===== config.mk =====
export PLATFORM = sky130hd
export DESIGN_NAME = hx_xhalve_top
export DESIGN_NICKNAME = d
export VERILOG_FILES = /design/src/rtl/hx_pkg.sv /design/src/rtl/hx_halve_lane.sv /design/src/rtl/hx_cross_route.sv /design/src/rtl/hx_xhalve_top.sv
export SDC_FILE = /design/constraint.sdc
export NUM_CORES = 1
export LEC_CHECK = 0
export ABC_CLOCK_PERIOD_IN_PS = 3400
export CORE_ASPECT_RATIO = 1.2
export CORE_MARGIN = 2
export CORE_UTILIZATION = 40
export CTS_BUF_LIST = sky130_fd_sc_hd__clkbuf_4 sky130_fd_sc_hd__clkbuf_8
export CTS_CLUSTER_DIAMETER = 120
export DETAILED_ROUTE_END_ITERATION = 8
export DONT_BUFFER_PORTS = 1
export GPL_TIMING_DRIVEN = 1
export PLACE_DENSITY = 0.56
export SLEW_MARGIN = 20
export SYNTH_ARGS = -nofsm -noshare
export SYNTH_HDL_FRONTEND = slang
export SYNTH_SLANG_ARGS = --single-unit

===== constraint.sdc =====
create_clock -name clk -period 3.4 [get_ports clk]
set_input_delay 0.68 -clock clk [delete_from_list [all_inputs] [get_ports clk]]
set_output_delay 0.68 -clock clk [all_outputs]
set_load 0.005 [all_outputs]

===== src/rtl/hx_pkg.sv =====
package hx_pkg;
  // Which lane adds and which subtracts.
  typedef enum logic {
    HX_ADD_HI = 1'b0,  // upper lane adds, lower lane subtracts
    HX_SUB_HI = 1'b1   // upper lane subtracts, lower lane adds
  } hx_variant_e;

  localparam int HX_LANES = 2;
endpackage


===== src/rtl/hx_halve_lane.sv =====
module hx_halve_lane #(
  parameter int W = 16
) (
  input  logic [W-1:0] x,
  input  logic [W-1:0] y,
  input  logic         do_sub,
  output logic [W-1:0] q,
  output logic         wide_msb
);
  localparam int WX = W + 1;

  // The sum is widened by one bit so that the carry survives the halving.
  function automatic logic [WX-1:0] widen_sum(input logic [W-1:0] a, input logic [W-1:0] b);
    return {1'b0, a} + {1'b0, b};
  endfunction

  // The difference is formed as a WX-bit two's-complement value; its sign ends up in the top bit.
  function automatic logic [WX-1:0] widen_diff(input logic [W-1:0] a, input logic [W-1:0] b);
    return {1'b0, a} - {1'b0, b};
  endfunction

  logic [WX-1:0] wide;

  always_comb begin
    if (do_sub) wide = widen_diff(x, y);
    else        wide = widen_sum(x, y);
  end

  // Halving: drop the least significant bit of the widened value.
  assign q        = wide[WX-1:1];
  assign wide_msb = wide[WX-1];
endmodule


===== src/rtl/hx_cross_route.sv =====
module hx_cross_route
  import hx_pkg::*;
#(
  parameter int W = 16
) (
  input  logic [2*W-1:0] a,
  input  logic [2*W-1:0] b,
  input  hx_variant_e    variant,
  output logic [2*W-1:0] q,
  output logic [1:0]     lane_msb
);
  // Lane k of operand a is paired with the opposite lane of operand b.
  for (genvar k = 0; k < HX_LANES; k++) begin : g_lane
    localparam int PARTNER = HX_LANES - 1 - k;
    logic sub_here;

    if (k == HX_LANES - 1) begin : g_upper
      assign sub_here = (variant == HX_SUB_HI);
    end else begin : g_lower
      assign sub_here = (variant == HX_ADD_HI);
    end

    hx_halve_lane #(.W(W)) u_lane (
      .x        (a[k*W +: W]),
      .y        (b[PARTNER*W +: W]),
      .do_sub   (sub_here),
      .q        (q[k*W +: W]),
      .wide_msb (lane_msb[k])
    );
  end
endmodule


===== src/rtl/hx_xhalve_top.sv =====
module hx_xhalve_top
  import hx_pkg::*;
#(
  parameter int LANE_W = 16
) (
  input  logic                clk,
  input  logic                rst,
  input  logic                in_valid,
  input  logic                sub_first,
  input  logic [2*LANE_W-1:0] opa,
  input  logic [2*LANE_W-1:0] opb,
  output logic [2*LANE_W-1:0] res,
  output logic                res_valid
);
  localparam int DATA_W = 2 * LANE_W;

  hx_variant_e       variant;
  logic [DATA_W-1:0] lane_res;
  logic [1:0]        lane_msb;  // widened top bit of each lane, named for the checker

  assign variant = hx_variant_e'(sub_first);

  hx_cross_route #(.W(LANE_W)) u_route (
    .a        (opa),
    .b        (opb),
    .variant  (variant),
    .q        (lane_res),
    .lane_msb (lane_msb)
  );

  always_ff @(posedge clk) begin
    if (rst) begin
      res       <= '0;
      res_valid <= 1'b0;
    end else begin
      res_valid <= in_valid;
      if (in_valid) res <= lane_res;
    end
  end
endmodule


== Yosys cells after proc, flatten, opt, wreduce, memory -nomap -nowiden ==
Cells that the tools add are included.

* Add/subtract/negate cells: 4
* Multiplexer cells: 2

{| class="wikitable"
|+ Operators by type and width
! cell !! count
|-
| $add A16 B16 Y17 || 2
|-
| $mux W17 || 2
|-
| $sub A16 B16 Y17 || 2
|}

* Register bits after elaboration: 33
* Input port bits: 68
* Output and inout bits: 33
* Logic and storage cells: 8

== Longest topological paths before layout ==
Gate-level depths: netlist of run 1.

* Depth after elaboration: 2
* Gate-level depth with buffers: 13
* Gate-level depth less buffers: 13

== By module ==
Synthesis of run 1 repeated with hierarchy kept, for this count alone.

* Cells, all modules: 409
* Area, all modules: 3383.2 sq um

{| class="wikitable"
|+ Modules (own cells, without submodules)
! module !! instances !! cells an instance !! area each (sq um) !! seq. area each (sq um)
|-
| hx_halve_lane || 2 || 151 || 1088.5 || 0.0
|-
| hx_xhalve_top || 1 || 106 || 1202.4 || 660.6
|-
| hx_cross_route || 1 || 1 || 3.8 || 0.0
|}

== Worst setup path after synthesis of run 1 ==
OpenSTA, ideal clock, no wires.

* Path type: input to register
* From: input port opb[8]
* To: register res[31]
* Library setup time: 0.079 ns
* Data arrival time: 3.046 ns
* Data required time: 3.321 ns
* Slack: 0.275 ns
* Stages on the path: 13
* Path buffers: 1
* Path through: nor4_1 > nor3b_1 > and3_1 > a21oi_1 > xnor2_1 > ha_1 > clkbuf_1 > o21ai_0 > a21o_1 > o221ai_1 > a41oi_2 > xnor2_1 > a211oi_2

* Longest elaborated chain between the ends: 2
* Elaborated cells between the ends (all ways): 3
* Classes of those cells: add/sub (2); mux (1)

{| class="wikitable"
|+ Ends and longest elaborated chain
! item !! RTL line !! text
|-
| start: declaration || hx_xhalve_top.sv:11 || <nowiki>input logic [2*LANE_W-1:0] opb,</nowiki>
|-
| $add A16 B16 Y17 / $sub A16 B16 Y17 (equally long branches) || hx_halve_lane.sv:14, hx_halve_lane.sv:19 ||
|-
| $mux W17 * || hx_halve_lane.sv:25 || <nowiki>if (do_sub) wide = widen_diff(x, y);</nowiki>
|-
| end signal: assignment || hx_xhalve_top.sv:37 || <nowiki>if (in_valid) res <= lane_res;</nowiki>
|-
| end: declaration || hx_xhalve_top.sv:12 || <nowiki>output logic [2*LANE_W-1:0] res,</nowiki>
|}

Every way passes the cells marked *; elsewhere a longest branch is shown, timed or not.
A chain may end at the register's enable or synchronous reset.

== Worst setup path in the final report of run 1 ==
* From: input port opb[24]
* To: register res[15]

* Longest elaborated chain between the ends: 2
* Elaborated cells between the ends (all ways): 3
* Classes of those cells: add/sub (2); mux (1)

{| class="wikitable"
|+ Ends and longest elaborated chain
! item !! RTL line
|-
| $sub A16 B16 Y17 / $add A16 B16 Y17 (equally long branches) || hx_halve_lane.sv:19, hx_halve_lane.sv:14
|-
| $mux W17 * || hx_halve_lane.sv:25
|}

Marked as above.

==> results of run 1 <==
[layer usage]
metal  routed length, um  vias up
li1                    -     1515
met1                3374     1334
met2                4110       88
met3                 458        8
met4                 116        0
met5                   0        -
[per-stage QoR]
| step | utilization [%] | instances | power, uW | hold WS (ns) | instance area (um^2) |
|---|---|---|---|---|---|
| 3_5_place_dp | 43.02 | 501 | 1078 | 0.4688 | 3297 |
| 6_report | 44.59 | 509 | 1455 | 0.4592 | 3417 |
| 3_3_place_gp | 43.02 | 501 | 1075 | 0.4614 | 3297 |
| 4_1_cts | 44.59 | 509 | 1469 | 0.4489 | 3417 |
| 2_1_floorplan | - | 413 | 955.2 | 0.4419 | 3169 |
| 5_1_grt | 44.59 | 509 | 1567 | 0.4423 | 3417 |
[registers in the layout, summed over array words and instances, names as in the netlist]
signal,count
res,32
res_valid,1
[cells in the mapped netlist (5+ instances only)]
cell type	count	share of area [%]
a21o_1	9	2.1
a211oi_1	11	2.6
nand2_1	34	4.0
inv_1	16	1.9
o21ai_0	41	6.5
mux2i_1	5	1.6
clkbuf_1	8	0.95
a21oi_1	32	5.1
xnor2_1	25	6.9
o21a_1	8	1.9
nor4_1	5	0.99
ha_1	32	13
nor2_1	49	5.8
nor3_1	8	1.3
xor2_1	26	7.2
dfxtp_1	33	21
[critical path, stage by stage]
cell     delay (ns)
or3_1          0.40
or3_4          0.37
nor2_1         0.10
o21a_1         0.16
o21ai_0        0.11
xor2_1         0.16
ha_1           0.36
a21oi_1        0.16
o21ai_0        0.10
a21oi_1        0.11
o21ai_0        0.11
xor2_1         0.17
a22o_1         0.18
[power by group through the flow]
stage	clock network, uW	logic [uW]	registers, uW
2_1_floorplan	0	474	481
3_5_place_dp	0	576	502
3_3_place_gp	0	574	501
6_report	387	579	489
5_1_grt	417	654	496
4_1_cts	395	581	493
[cell families after synthesis]
logic type	synth area share, %
compound gates	28.31
simple gates	17.53
xor+xnor	14.09
fa+ha+maj	13.90
flops	20.84
buf+inv	3.395
mux	1.935
[cell type report]
class	instances	area (um^2)	share of cell area, %
Multi-Input combinational cell	352	2401	70.27
Sequential cell	33	660.6	19.33
Tap cell	92	115.1	3.369
Clock buffer	7	90.09	2.636
Timing Repair Buffer	8	60.06	1.758
Inverter	16	60.06	1.758
Clock inverter	1	30.03	0.8788
[path summary, 6_finish.rpt]
kind,endpoint,depth (start not counted),startpoint
worst max register to register,res[24]$_SDFFE_PP0P_,2,res[24]$_SDFFE_PP0P_
worst min register to register,res[30]$_SDFFE_PP0P_,2,res[30]$_SDFFE_PP0P_
worst max-delay path,res[15]$_SDFFE_PP0P_,13,opb[24]
worst min-delay path,res[0]$_SDFFE_PP0P_,1,rst
==> results.py, run 1 <==
metrics = {
    "yosys": {
        "synthCells": 413,
        "yosysSeqAreaShare_pct": 20.84,
        "ys_types": 52,
        "avgSynthCellArea_um2": 7.674,
        "synthArstFlopShare_pct": 0,
        "synth-edff-count": 0,
        "synth_nets": 515,
        "ys_seq_elements": 33,
        "yosys_most_used_dff": "dfxtp_1",
        "yosysWarnings": 0,
        "netlist_area_um2": 3169,
    },
    "outcome": {
        "status": "complete, no violations",
    },
    "timing": {
        "final-setup-viol-count": 0,
        "max-slew-margin-rel_pct": 73.02,
        "tightest_slew_ns": 0.3995,
        "maxSlewViolCount": 0,
        "setup_tns_ns": 0,
        "fin_skew_ns": 0,
        "setup_ws_ns": 0.4142,
        "fmax_ghz": 0.3349,
        "rsz0062_at_grt": "no",
        "finalCritPeriodShare_pct": 87.82,
        "final.min_clock_period_ns": 2.986,
        "hold_viol": 0,
    },
    "pwr": {
        "p_leak_uw": 0.001372,
        "swShare_pct": 34.59,
        "seqPwrFrac_pct": 33.6,
        "p_per_area_nw_per_um2": 425.8,
        "vdd_ir_drop_max_mv": 0.1998,
        "p_int_uw": 951.8,
        "power.switching_uw": 503.2,
        "power_frac_comb_pct": 39.8,
        "clkPwrFrac_pct": 26.6,
    },
    "detailed_routing": {
        "viasPerCell": 5.786,
        "postRouteAntennaNets": 0,
        "via_count": 2945,
        "drcViolationCount": 0,
        "drtIter0Drc": 89,
        "drtPass1Iterations": 4,
        "wl_per_cell_um": 15.83,
        "routed_wl_um": 8059,
    },
    "placed_design": {
        "place.gp.congestion": 0.8536,
        "io_buffers": 0,
        "dp_slack_ns": 0.1406,
        "hpwlAfterDp_um": 6487,
    },
    "clocking": {
        "clockRootBuffer": "clkbuf_8",
        "numCtsBuffers": 5,
        "postCtsSetupRepairBufs": 0,
        "clk_pin_slew_ns": 0.07,
        "htree_levels": 2,
        "cts_buffer_depth": 2,
        "cts.sinks": 33,
        "cts_hold_buf": 0,
        "ctsResizeCount": 0,
        "clk_latency_ns": 0.28,
        "cts_tree": "done",
    },
    "final_layout": {
        "antenna_cells": 0,
        "num-fill-cells": 814,
        "mostFrequentLayoutCell": "nor2_1",
        "area_delta_synth_final_pct": 7.817,
        "mostFrequentLayoutCells": "nor2_1 (49), o21ai_0 (41), nand2_1 (34), dfxtp_1 (33)",
        "drive_gt1_share_pct": 6.235,
        "nNetsFinal": 518,
    },
    "setup_path": {
        "critPathLaunchType": "input pin",
        "worstPathArrival_ns": 3.16,
        "reg2reg_slack_ns": 2.68,
        "worstPathRequired_ns": 3.57,
        "crit_fanout": 6,
        "critical_path_class": "input pin to flip-flop",
        "cp-end-kind": "flip-flop",
    },
    "grt": {
        "grt_max_degree": 33,
        "grt_pass1_vias": 2842,
        "antenna_found_initial": 0,
        "grt_busiest_layer": "met2",
        "grt_pass1_wl_um": 12890,
        "grt_use_met3_pct": 2.852,
        "met2_usage_pct": 34.56,
        "grt_remaining_overflow": 0,
        "met1_usage_pct": 20.86,
        "grtUsageTotal_pct": 18.22,
    },
    "die": {
        "chipHeight_um": 101.5,
        "die_area_um2": 8654,
        "coreArea_um2": 7664,
        "die_width_um": 85.26,
        "row_count": 35,
        "start_util_pct": 41.36,
        "boundaryPins": 101,
    },
    "run": {
        "drv_cap": 0,
    },
    "min_path": {
        "hold_class": "input pin to flip-flop",
    },
}
Power figures use the tool's default switching activity.
==> inputs of run 2 (changes only) <==
ABC_CLOCK_PERIOD_IN_PS = 3100   (was 3400)
CORE_MARGIN = 3   (was 2)
clock period = 3.1 ns   (was 3.4 ns; I/O delays follow)
==> run 2 against run 1 <==
Effect of this change: sequential power up 10%; critical path type unchanged; clock-buffer cell count up 1; highest routed layer unchanged; largest power group unchanged; wire length rose by 0.55%.
==> results.py, run 2 (synthesized netlist as in run 1, its figures left out) <==
metrics = {
    "timing": {
        "maxSlewViolCount": 0,
        "finalCritPeriodShare_pct": 93.51,
        "fmax_ghz": 0.3450,
        "hold_viol": 0,
        "final.min_clock_period_ns": 2.899,
        "tightest_slew_ns": 0.4666,
        "max-slew-margin-rel_pct": 68.49,
        "final-setup-viol-count": 0,
        "fin_skew_ns": 0,
        "rsz0062_at_grt": "no",
    },
    "grt": {
        "grt_pass1_vias": 2975,
        "grtUsageTotal_pct": 17.52,
        "grt_pass1_wl_um": 13210,
        "antenna_found_initial": 0,
        "grt_max_degree": 33,
        "grt_remaining_overflow": 0,
    },
    "pwr": {
        "swShare_pct": 35.69,
        "power_frac_comb_pct": 43.8,
        "p_int_uw": 991.0,
        "p_per_area_nw_per_um2": 438.1,
        "p_leak_uw": 0.001443,
        "seqPwrFrac_pct": 34.9,
        "power.switching_uw": 550.0,
        "vdd_ir_drop_max_mv": 0.1799,
        "power.total_uw": 1541,
        "clkPwrFrac_pct": 21.3,
    },
    "placed_design": {
        "place.gp.congestion": 0.8243,
        "post_dp_cell_area_um2": 3422,
        "io_buffers": 0,
        "hpwlAfterDp_um": 6670,
    },
    "die": {
        "die_area_um2": 9031,
        "row_count": 34,
        "chipHeight_um": 103.5,
        "coreArea_um2": 7487,
        "start_util_pct": 42.33,
        "boundaryPins": 101,
        "die_width_um": 87.26,
    },
    "clocking": {
        "ctsResizeCount": 0,
        "cts_tree": "done",
        "cts_hold_buf": 0,
        "postCtsSetupRepairBufs": 0,
        "htree_levels": 2,
        "clockRootBuffer": "clkbuf_8",
        "clk_latency_ns": 0.27,
        "numCtsBuffers": 5,
        "cts.sinks": 33,
        "cts_buffer_depth": 2,
        "clk_pin_slew_ns": 0.06,
    },
    "setup_path": {
        "critical_path_class": "input pin to flip-flop",
        "cp-end-kind": "flip-flop",
        "crit_fanout": 4,
        "critPathLaunchType": "input pin",
        "worstPathArrival_ns": 3.07,
        "worstPathRequired_ns": 3.27,
    },
    "final_layout": {
        "area_delta_synth_final_pct": 10.98,
        "mostFrequentLayoutCells": "nor2_1 (49), o21ai_0 (41), nand2_1 (34), dfxtp_1 (33), ha_1 (32)",
        "mostFrequentLayoutCell": "nor2_1",
        "final_util_pct": 46.98,
        "fin_area_um2": 3517,
        "largest_reg_flops": 32,
        "top_register": "res",
        "drive_gt1_share_pct": 10.14,
        "top_regs": "res (32), res_valid (1)",
        "nNetsFinal": 535,
        "antenna_cells": 0,
    },
    "outcome": {
        "status": "complete, no violations",
    },
    "detailed_routing": {
        "postRouteAntennaNets": 0,
        "via_count": 2997,
        "drcViolationCount": 0,
        "drtPass1Iterations": 4,
        "wl_per_cell_um": 15.46,
        "drtIter0Drc": 46,
        "viasPerCell": 5.719,
        "routed_wl_um": 8103,
    },
    "min_path": {
        "hold_class": "input pin to flip-flop",
    },
    "run": {
        "drv_cap": 0,
    },
}
## run 2: cell types whose count changed in the layout (fill, tap and decap cells not counted), sizes merged
cell / before / now
bufinv: 1 / 0
buf: 8 / 25
clkbuf: 7 / 8
## run 2: worst max-delay path, stage by stage
cell	delay, ns
or3_1	0.40
or3_4	0.35
nor2_1	0.10
o21a_1	0.17
o21ai_0	0.11
xor2_1	0.15
ha_1	0.33
a21oi_1	0.17
o21ai_0	0.10
a21oi_1	0.11
o21ai_0	0.10
xor2_1	0.17
a22o_1	0.17
## run 2: final timing paths
check | to | slack (ns) | cells past startpoint | startpoint
worst max-delay path | res[15]$_SDFFE_PP0P_ | 0.20 | 13 | opb[24]
worst min-delay path | res[31]$_SDFFE_PP0P_ | 0.41 | 1 | rst
worst max register to register | res[24]$_SDFFE_PP0P_ | 2.37 | 2 | res[24]$_SDFFE_PP0P_
worst min register to register | res[30]$_SDFFE_PP0P_ | 0.47 | 2 | res[30]$_SDFFE_PP0P_
## run 2: stage by stage
stage	TNS [ns]	hold slack, ns	worst slack [ns]	std cells
after global routing	0	0.3941	0.01828	524
after global placement	-0.08199	0.4604	-0.05437	516
after floorplan	0	0.4419	0.03465	413
after detailed placement	-0.1908	0.4690	-0.08772	516
final	0	0.4089	0.2012	524
after CTS	0	0.3924	0.2028	524
## run 2: metal layers
| metal | up-vias | track usage, % | share of wire [%] |
|---|---|---|---|
| met1 | 1339 | 19.63 | 40 |
| met5 | - | 0 | 0 |
| met4 | 0 | 4.605 | 1.4 |
| met3 | 8 | 3.971 | 7.9 |
| met2 | 96 | 32.27 | 51 |
| li1 | 1554 | - | - |
## run 2: layout make-up
class	count	area, um^2
fillers	789	3970
multi-input cells	352	2405
flip-flops and latches	33	660.6
repair buffers	25	187.7
well taps	90	112.6
clock buffers	8	91.34
inverters	16	60.06
## run 2: power groups by stage
stage | clock network, uW | registers [uW] | logic (uW)
CTS | 341 | 541 | 676
global placement | 0 | 549 | 665
finish | 328 | 538 | 675
floorplan | 0 | 527 | 520
global route | 357 | 544 | 768
detailed placement | 0 | 551 | 670
